$ cat src/rtl/chain_dma_pkg.sv
// Shared constants and types for the descriptor chain DMA sequencer.
// Assumes a 32-bit data word and descriptors aligned to 32 bytes.
package chain_dma_pkg;
    localparam int WORD_W     = 32;
    localparam int ALIGN_BITS = 5;

    // Register addresses
    localparam logic [1:0] RA_MODE  = 2'd0;
    localparam logic [1:0] RA_STAT  = 2'd1;
    localparam logic [1:0] RA_DESC  = 2'd2;
    localparam logic [1:0] RA_COUNT = 2'd3;

    // Control register bits
    localparam int MODE_W    = 5;
    localparam int MB_START  = 0;
    localparam int MB_ABORT  = 1;
    localparam int MB_ERR_EN = 2;
    localparam int MB_SEG_EN = 3;
    localparam int MB_END_EN = 4;

    // Status register bits
    localparam int SB_END  = 0;
    localparam int SB_SEG  = 1;
    localparam int SB_BUSY = 2;
    localparam int SB_HALT = 3;
    localparam int SB_PROG = 4;
    localparam int SB_XERR = 5;

    // Link word flag bits
    localparam int LB_LAST = 0;
    localparam int LB_SEG  = 1;

    typedef enum logic [2:0] {
        ST_IDLE, ST_FETCH, ST_CHECK, ST_READ, ST_WRITE, ST_LINK
    } eng_state_t;

    // One-cycle event pulses from the engine
    typedef struct packed {
        logic xfer_err;
        logic prog_err;
        logic seg_done;
        logic chain_end;
    } evt_t;
endpackage

$ cat src/rtl/chain_dma_engine.sv
// Descriptor walker and copy datapath.
// Fetches four-word descriptors, copies count/4 words and follows the link word.
// Assumes one memory access in flight, held until mem_ack. AW and CNT_W must not exceed 32.
module chain_dma_engine
    import chain_dma_pkg::*;
#(
    parameter int AW    = 32,
    parameter int CNT_W = 12
) (
    input  logic              clk,
    input  logic              rst_n,
    input  logic              go,
    input  logic              abort,
    input  logic              desc_we,
    input  logic [AW-1:0]     desc_wdata,
    output logic [AW-1:0]     desc_addr,
    output logic [CNT_W-1:0]  byte_cnt,
    output logic              busy,
    output logic              halted,
    output evt_t              evt,
    output logic              mem_req,
    output logic              mem_we,
    output logic [AW-1:0]     mem_addr,
    output logic [WORD_W-1:0] mem_wdata,
    input  logic [WORD_W-1:0] mem_rdata,
    input  logic              mem_ack,
    input  logic              mem_err
);
    localparam logic [AW-1:0]    PTR_MASK  = ~(AW'(2**ALIGN_BITS - 1));
    localparam logic [AW-1:0]    WORD_MASK = ~(AW'(3));
    localparam logic [AW-1:0]    ADDR_STEP = AW'(4);
    localparam logic [CNT_W-1:0] CNT_MASK  = ~(CNT_W'(3));
    localparam logic [CNT_W-1:0] CNT_STEP  = CNT_W'(4);

    eng_state_t        state;
    logic [1:0]        widx;
    logic [AW-1:0]     desc_q, src_q, dst_q, link_q;
    logic [CNT_W-1:0]  cnt_q;
    logic              last_q, segf_q, busy_q, halt_q;
    logic [WORD_W-1:0] buf_q;
    logic              done, stop_now;

    // An access completes in the cycle it is acknowledged
    assign done     = mem_req && mem_ack;
    // Error or abort ends the run at the completion of a data or descriptor access
    assign stop_now = done && (mem_err || abort);

    // Memory request decode from the current state
    always_comb begin
        mem_req   = 1'b0;
        mem_we    = 1'b0;
        mem_addr  = '0;
        mem_wdata = buf_q;
        case (state)
            ST_FETCH: begin
                mem_req  = 1'b1;
                mem_addr = desc_q + AW'({widx, 2'b00});
            end
            ST_READ: begin
                mem_req  = 1'b1;
                mem_addr = src_q;
            end
            ST_WRITE: begin
                mem_req  = 1'b1;
                mem_we   = 1'b1;
                mem_addr = dst_q;
            end
            default: ;
        endcase
    end

    // Sequencer state, descriptor fields and event pulses
    always_ff @(posedge clk) begin
        if (!rst_n) begin
            state  <= ST_IDLE;
            widx   <= '0;
            desc_q <= '0;
            src_q  <= '0;
            dst_q  <= '0;
            link_q <= '0;
            cnt_q  <= '0;
            last_q <= 1'b0;
            segf_q <= 1'b0;
            busy_q <= 1'b0;
            halt_q <= 1'b0;
            buf_q  <= '0;
            evt    <= '0;
        end else begin
            evt <= '0;
            if (stop_now) begin
                evt.xfer_err <= mem_err;
                busy_q       <= 1'b0;
                halt_q       <= 1'b1;
                state        <= ST_IDLE;
            end else begin
                case (state)
                    ST_IDLE: begin
                        if (desc_we) desc_q <= desc_wdata & PTR_MASK;
                        if (go) begin
                            widx   <= '0;
                            busy_q <= 1'b1;
                            halt_q <= 1'b0;
                            state  <= ST_FETCH;
                        end
                    end
                    ST_FETCH: begin
                        if (done) begin
                            case (widx)
                                2'd0: cnt_q <= mem_rdata[CNT_W-1:0] & CNT_MASK;
                                2'd1: src_q <= mem_rdata[AW-1:0] & WORD_MASK;
                                2'd2: dst_q <= mem_rdata[AW-1:0] & WORD_MASK;
                                default: begin
                                    link_q <= mem_rdata[AW-1:0] & PTR_MASK;
                                    last_q <= mem_rdata[LB_LAST];
                                    segf_q <= mem_rdata[LB_SEG];
                                end
                            endcase
                            widx <= widx + 2'd1;
                            if (widx == 2'd3) state <= ST_CHECK;
                        end
                    end
                    ST_CHECK: begin
                        if (abort) begin
                            busy_q <= 1'b0;
                            halt_q <= 1'b1;
                            state  <= ST_IDLE;
                        end else if (cnt_q == '0) begin
                            evt.prog_err <= 1'b1;
                            busy_q       <= 1'b0;
                            halt_q       <= 1'b1;
                            state        <= ST_IDLE;
                        end else begin
                            state <= ST_READ;
                        end
                    end
                    ST_READ: begin
                        if (done) begin
                            buf_q <= mem_rdata;
                            state <= ST_WRITE;
                        end
                    end
                    ST_WRITE: begin
                        if (done) begin
                            cnt_q <= cnt_q - CNT_STEP;
                            src_q <= src_q + ADDR_STEP;
                            dst_q <= dst_q + ADDR_STEP;
                            state <= (cnt_q == CNT_STEP) ? ST_LINK : ST_READ;
                        end
                    end
                    ST_LINK: begin
                        evt.seg_done <= segf_q;
                        if (last_q) begin
                            evt.chain_end <= 1'b1;
                            busy_q        <= 1'b0;
                            state         <= ST_IDLE;
                        end else if (abort) begin
                            busy_q <= 1'b0;
                            halt_q <= 1'b1;
                            state  <= ST_IDLE;
                        end else begin
                            desc_q <= link_q;
                            widx   <= '0;
                            state  <= ST_FETCH;
                        end
                    end
                    default: state <= ST_IDLE;
                endcase
            end
        end
    end

    assign desc_addr = desc_q;
    assign byte_cnt  = cnt_q;
    assign busy      = busy_q;
    assign halted    = halt_q;
endmodule

$ cat src/rtl/chain_dma_regs.sv
// Software register block: control bits, sticky status events, read mux and interrupt.
// Assumes single-cycle register writes. Reads are combinational on reg_addr.
module chain_dma_regs
    import chain_dma_pkg::*;
#(
    parameter int AW    = 32,
    parameter int CNT_W = 12
) (
    input  logic              clk,
    input  logic              rst_n,
    input  logic              reg_we,
    input  logic [1:0]        reg_addr,
    input  logic [WORD_W-1:0] reg_wdata,
    output logic [WORD_W-1:0] reg_rdata,
    output logic              irq,
    output logic              go,
    output logic              abort,
    output logic              desc_we,
    output logic [AW-1:0]     desc_wdata,
    input  logic [AW-1:0]     desc_addr,
    input  logic [CNT_W-1:0]  byte_cnt,
    input  logic              eng_busy,
    input  logic              eng_halted,
    input  evt_t              evt
);
    logic [MODE_W-1:0] mode_q;
    logic [3:0]        flags_q;   // {xfer_err, prog_err, seg_done, chain_end}
    logic [3:0]        clr;
    logic              wr_mode, wr_stat;

    assign wr_mode    = reg_we && (reg_addr == RA_MODE);
    assign wr_stat    = reg_we && (reg_addr == RA_STAT);
    assign desc_we    = reg_we && (reg_addr == RA_DESC);
    assign desc_wdata = reg_wdata[AW-1:0];
    assign go         = wr_mode && reg_wdata[MB_START] && !mode_q[MB_START];
    assign abort      = mode_q[MB_ABORT];
    assign clr        = wr_stat ? {reg_wdata[SB_XERR], reg_wdata[SB_PROG],
                                   reg_wdata[SB_SEG], reg_wdata[SB_END]} : 4'b0;

    // Control register
    always_ff @(posedge clk) begin
        if (!rst_n) mode_q <= '0;
        else if (wr_mode) mode_q <= reg_wdata[MODE_W-1:0];
    end

    // Sticky events: a new event wins over a clear in the same cycle
    always_ff @(posedge clk) begin
        if (!rst_n) flags_q <= '0;
        else flags_q <= (flags_q & ~clr) | evt;
    end

    // Register read mux
    always_comb begin
        reg_rdata = '0;
        case (reg_addr)
            RA_MODE: reg_rdata[MODE_W-1:0] = mode_q;
            RA_STAT: begin
                reg_rdata[SB_END]  = flags_q[0];
                reg_rdata[SB_SEG]  = flags_q[1];
                reg_rdata[SB_BUSY] = eng_busy;
                reg_rdata[SB_HALT] = eng_halted;
                reg_rdata[SB_PROG] = flags_q[2];
                reg_rdata[SB_XERR] = flags_q[3];
            end
            RA_DESC: reg_rdata[AW-1:0]    = desc_addr;
            default: reg_rdata[CNT_W-1:0] = byte_cnt;
        endcase
    end

    // Level interrupt from enabled events
    assign irq = (mode_q[MB_ERR_EN] && (flags_q[3] || flags_q[2]))
              || (mode_q[MB_SEG_EN] && flags_q[1])
              || (mode_q[MB_END_EN] && flags_q[0]);
endmodule

$ cat src/rtl/chain_dma_seq.sv
// Top of the descriptor chain DMA sequencer: register block plus engine.
// Assumes a memory that answers each held request with one mem_ack cycle.
module chain_dma_seq
    import chain_dma_pkg::*;
#(
    parameter int AW    = 32,
    parameter int CNT_W = 12
) (
    input  logic              clk,
    input  logic              rst_n,
    input  logic              reg_we,
    input  logic [1:0]        reg_addr,
    input  logic [31:0]       reg_wdata,
    output logic [31:0]       reg_rdata,
    output logic              irq,
    output logic              mem_req,
    output logic              mem_we,
    output logic [AW-1:0]     mem_addr,
    output logic [31:0]       mem_wdata,
    input  logic [31:0]       mem_rdata,
    input  logic              mem_ack,
    input  logic              mem_err
);
    logic             go, abort, desc_we, eng_busy, eng_halted;
    logic [AW-1:0]    desc_wdata, desc_addr;
    logic [CNT_W-1:0] byte_cnt;
    evt_t             eng_evt;

    chain_dma_regs #(.AW(AW), .CNT_W(CNT_W)) u_regs (
        .clk(clk), .rst_n(rst_n), .reg_we(reg_we), .reg_addr(reg_addr),
        .reg_wdata(reg_wdata), .reg_rdata(reg_rdata), .irq(irq),
        .go(go), .abort(abort), .desc_we(desc_we), .desc_wdata(desc_wdata),
        .desc_addr(desc_addr), .byte_cnt(byte_cnt), .eng_busy(eng_busy),
        .eng_halted(eng_halted), .evt(eng_evt)
    );

    chain_dma_engine #(.AW(AW), .CNT_W(CNT_W)) u_engine (
        .clk(clk), .rst_n(rst_n), .go(go), .abort(abort),
        .desc_we(desc_we), .desc_wdata(desc_wdata), .desc_addr(desc_addr),
        .byte_cnt(byte_cnt), .busy(eng_busy), .halted(eng_halted), .evt(eng_evt),
        .mem_req(mem_req), .mem_we(mem_we), .mem_addr(mem_addr),
        .mem_wdata(mem_wdata), .mem_rdata(mem_rdata), .mem_ack(mem_ack),
        .mem_err(mem_err)
    );
endmodule

$ cat config.mk
export PLATFORM = sky130hd
export DESIGN_NAME = chain_dma_seq
export DESIGN_NICKNAME = d
export VERILOG_FILES = /design/src/rtl/chain_dma_pkg.sv /design/src/rtl/chain_dma_engine.sv /design/src/rtl/chain_dma_regs.sv /design/src/rtl/chain_dma_seq.sv
export SDC_FILE = /design/constraint.sdc
export NUM_CORES = 1
export LEC_CHECK = 0
export ABC_CLOCK_PERIOD_IN_PS = 3450
export CAP_MARGIN = 20
export CORE_MARGIN = 2
export CORE_UTILIZATION = 55
export CTS_BUF_LIST = sky130_fd_sc_hd__clkbuf_8
export CTS_CLUSTER_SIZE = 20
export DETAILED_ROUTE_END_ITERATION = 10
export PLACE_DENSITY = 0.83
export REMOVE_ABC_BUFFERS = 1
export SYNTH_ARGS = -nofsm -noshare
export SYNTH_HDL_FRONTEND = slang
export SYNTH_SLANG_ARGS = --single-unit
$ cat constraint.sdc
create_clock -name clk -period 3.45 [get_ports clk]
set_clock_uncertainty 0.2 [all_clocks]
set_input_delay 0.69 -clock clk [delete_from_list [all_inputs] [get_ports clk]]
set_output_delay 0.69 -clock clk [all_outputs]
set_load 0.005 [all_outputs]
==> results of run 1 <==
==> metal layers <==
metal | wire, um | up-vias | track usage, %
li1 | - | 4909 | -
met1 | 13530 | 4907 | 49.20
met2 | 14560 | 719 | 51.83
met3 | 3744 | 80 | 7.296
met4 | 831 | 0 | 11.98
met5 | 0 | - | 0
==> metrics by stage <==
| step | setup slack [ns] | setup TNS, ns |
|---|---|---|
| 2_1_floorplan | -3.312 | -326.52 |
| 3_3_place_gp | 0.2309 | 0 |
| 3_5_place_dp | 0.1999 | 0 |
| 4_1_cts | 0.02197 | 0 |
| 5_1_grt | 0.01313 | 0 |
| 6_report | 0.02828 | 0 |
==> worst register-to-register path: cells and delay by family, from the launching register on <==
family,cells,cell delay (ns)
simple gates,3,1.27
flops,1,0.33
buf+inv,3,0.64
compound gates,2,0.52
==> repair_timing <==
item	CTS	global route
resized for setup	0	1
pin swaps	0	0
gates cloned	1	0
endpoints found under the setup margin	1	3
==> flip-flops by register name, indices dropped and copies added (netlist names), 4 cells and up <==
signal              cells
u_engine.dst_q         30
u_regs.flags_q          4
u_engine.evt            4
u_engine.src_q         30
u_engine.link_q        27
u_regs.mode_q           5
u_engine.desc_addr     27
u_engine.byte_cnt      10
u_engine.mem_wdata     32
==> final cells by class <==
type	count	area, sq um
Multi-Input combinational cell	1008	5658
Fill cell	1425	5182
Sequential cell	178	3565
Timing Repair Buffer	211	2110
Tap cell	225	281.5
Clock buffer	17	234.0
Clock inverter	14	155.1
Inverter	13	51.30
==> cell usage after synthesis (4+ instances only) <==
cell type	count	area [sq um]
a211oi_1	13	97.59
a21boi_0	18	135.1
a21oi_1	101	505.5
a311oi_1	36	315.3
a31oi_1	17	106.4
and2_1	30	187.7
and3_1	17	106.4
and4_1	8	70.07
buf_1	9	33.78
buf_2	12	60.06
clkbuf_1	82	307.8
dfxtp_1	178	3563
ha_1	10	125.1
inv_1	13	48.80
mux2i_1	48	480.5
nand2_1	274	1028
nand2b_1	5	31.28
nand3_1	39	195.2
nand4_1	14	87.58
nor2_1	101	379.1
nor2b_1	18	112.6
nor3_1	38	190.2
nor4_1	11	68.82
o211a_1	5	50.05
o211ai_1	7	52.55
o21a_1	7	52.55
o21ai_0	95	475.5
o221a_2	5	56.30
o221ai_1	4	35.03
o22ai_1	9	56.30
o31a_1	8	70.07
o31ai_1	9	67.56
or3_1	7	43.79
or4_1	5	37.54
==> power breakdown <==
| group | total (mW) | internal [mW] | switching, mW |
|---|---|---|---|
| clock | 1.47 | 0.651 | 0.817 |
| combinational | 0.893 | 0.392 | 0.500 |
| sequential | 2.20 | 2.12 | 0.0805 |
==> worst paths after layout <==
check,slack [ns],depth (start not counted),to
setup / recovery,0.03,6,mem_addr[13]
setup reg to reg,0.41,8,u_engine.src_q[24]
hold / removal,0.26,2,u_engine.mem_wdata[2]
hold reg to reg,0.26,2,u_engine.mem_wdata[2]
==> kinds of logic after synthesis <==
family | after synthesis | share of synthesized area, %
multiplexers | 49 | 5.078
buffers and inverters | 120 | 4.910
flip-flops | 178 | 36.80
AO/OA/AOI/OAI | 361 | 23.88
AND/OR/NAND/NOR | 586 | 28.00
adder cells (fa/ha/maj) | 10 | 1.292
other | 1 | 0.03873
==> flow_summary.yaml, run 1 <==
critical_path:
  path_buf_inv: 3
  critPathMaxFanout: 21
  crit_path_max_incr_delay_ns: 0.58
  criticalPathCategory: "register to primary output"
  cp.arrival_ns: 2.53
  critical_path.startpoint: "u_engine.state[0]"
  start_kind: "register"
  end_kind: "primary output"
  slowest_stage: "clkdlybuf4s50_1"
  required_ns: 2.56
  cp_top_family: "buffers and inverters"
  worstReg2RegStart: "u_engine.state[0]"
  path_cells: "or3b_2 -> inv_4 -> buf_12 -> nand2_1 -> o21ai_0 -> clkdlybuf4s50_1"
routing:
  wl_per_cell_um: 19.61
  antenna_left: 0
  drt_iter0_drc: 1690
  drc: 0
  vias: 10620
  dr.pass1.iters: 6
  wirelength_um: 32670
  via_per_inst: 6.372
floorplan:
  core-area_sq_um: 17240
  start_util_pct: 56.18
  fp.dieArea_sq_um: 18680
  row_count: 48
  die_w_um: 136.7
  die_h_um: 136.7
  ios: 170
finish:
  syn_to_final_growth_pct: 24.49
  diodes: 0
  layout_common_cells: "nand2_1, dfxtp_1, clkdlybuf4s50_1"
  nets: 1510
  fin_cells: 1666
  fin_util_pct: 69.93
  final_cell_area_sq_um: 12050
  drive_gt1_share_pct: 6.384
  final_common_cell: "nand2_1"
global_routing:
  grt_start_max_net_pins: 64
  grt_pass1_vias: 9467
  antenna_found_initial: 0
  grt-ovfl-total: 0
  grtUsageTotal_pct: 34.60
  grt_pass1_wl_um: 50840
placement:
  port_buffers: 167
  gp_congestion: 1.011
  hpwl_um: 22650
  dpl.cell_count: 1634
  placedInstanceArea_sq_um: 11630
clock_network:
  clk_latency_ns: 0.47
  hold_buffers: 0
  cts_setup_buffers: 0
  path_clk_slew_ns: 0.09
  htree_levels: 4
  cts.sinks: 178
  cts_buffer_depth: 2
  cts_root_buf: "clkbuf_8"
  cts_tree: "yes"
  numCtsBuffers: 17
timing:
  rsz0062_at_grt: "false"
  slew_headroom_pct: 27.78
  worst_pin_slew_ns: 1.076
  max_freq_ghz: 0.2923
  final_hold_viol_count: 0
  fin_crit_ns: 3.422
  period_share_pct: 99.18
  hold_slack_ns: 0.2578
  setup_viol: 0
  final-max-slew-violation-count: 0
worst_hold_path:
  hold_start: "u_engine.mem_wdata[2]"
  hp-class: "register to register"
power_and_ir_drop:
  total_power_mw: 4.563
  powerDensity_nw_per_um2: 378.5
  ir_worst_vdd_uv: 283.4
  p_leak_nw: 4.053
logic_synthesis:
  async_flop_share_pct: 0
  syn_area_sq_um: 9683
  synth-edff-count: 0
  ys_warn_count: 0
  ys_seq_area_share_pct: 36.80
  ys.flop_type: "dfxtp_1"
  ys_ff_latch: 178
  avgSynthCellArea_sq_um: 7.420
  synth_cells: 1305
  synth_cell_types: 67
run_status:
  status: "finished, final reports clean"
job:
  maxCapViolCount: 0
Note: power is estimated with default switching activity, not from simulation.
==> run 2: changes to the inputs <==
--- a/config.mk
+++ b/config.mk
@@ -5,7 +5,6 @@
 export SDC_FILE = /design/constraint.sdc
 export NUM_CORES = 1
 export LEC_CHECK = 0
-export ABC_CLOCK_PERIOD_IN_PS = 3450
 export CAP_MARGIN = 20
 export CORE_MARGIN = 2
 export CORE_UTILIZATION = 55
==> results of run 2 <==
Final layout, timing and power as in run 1 (identical DEF).
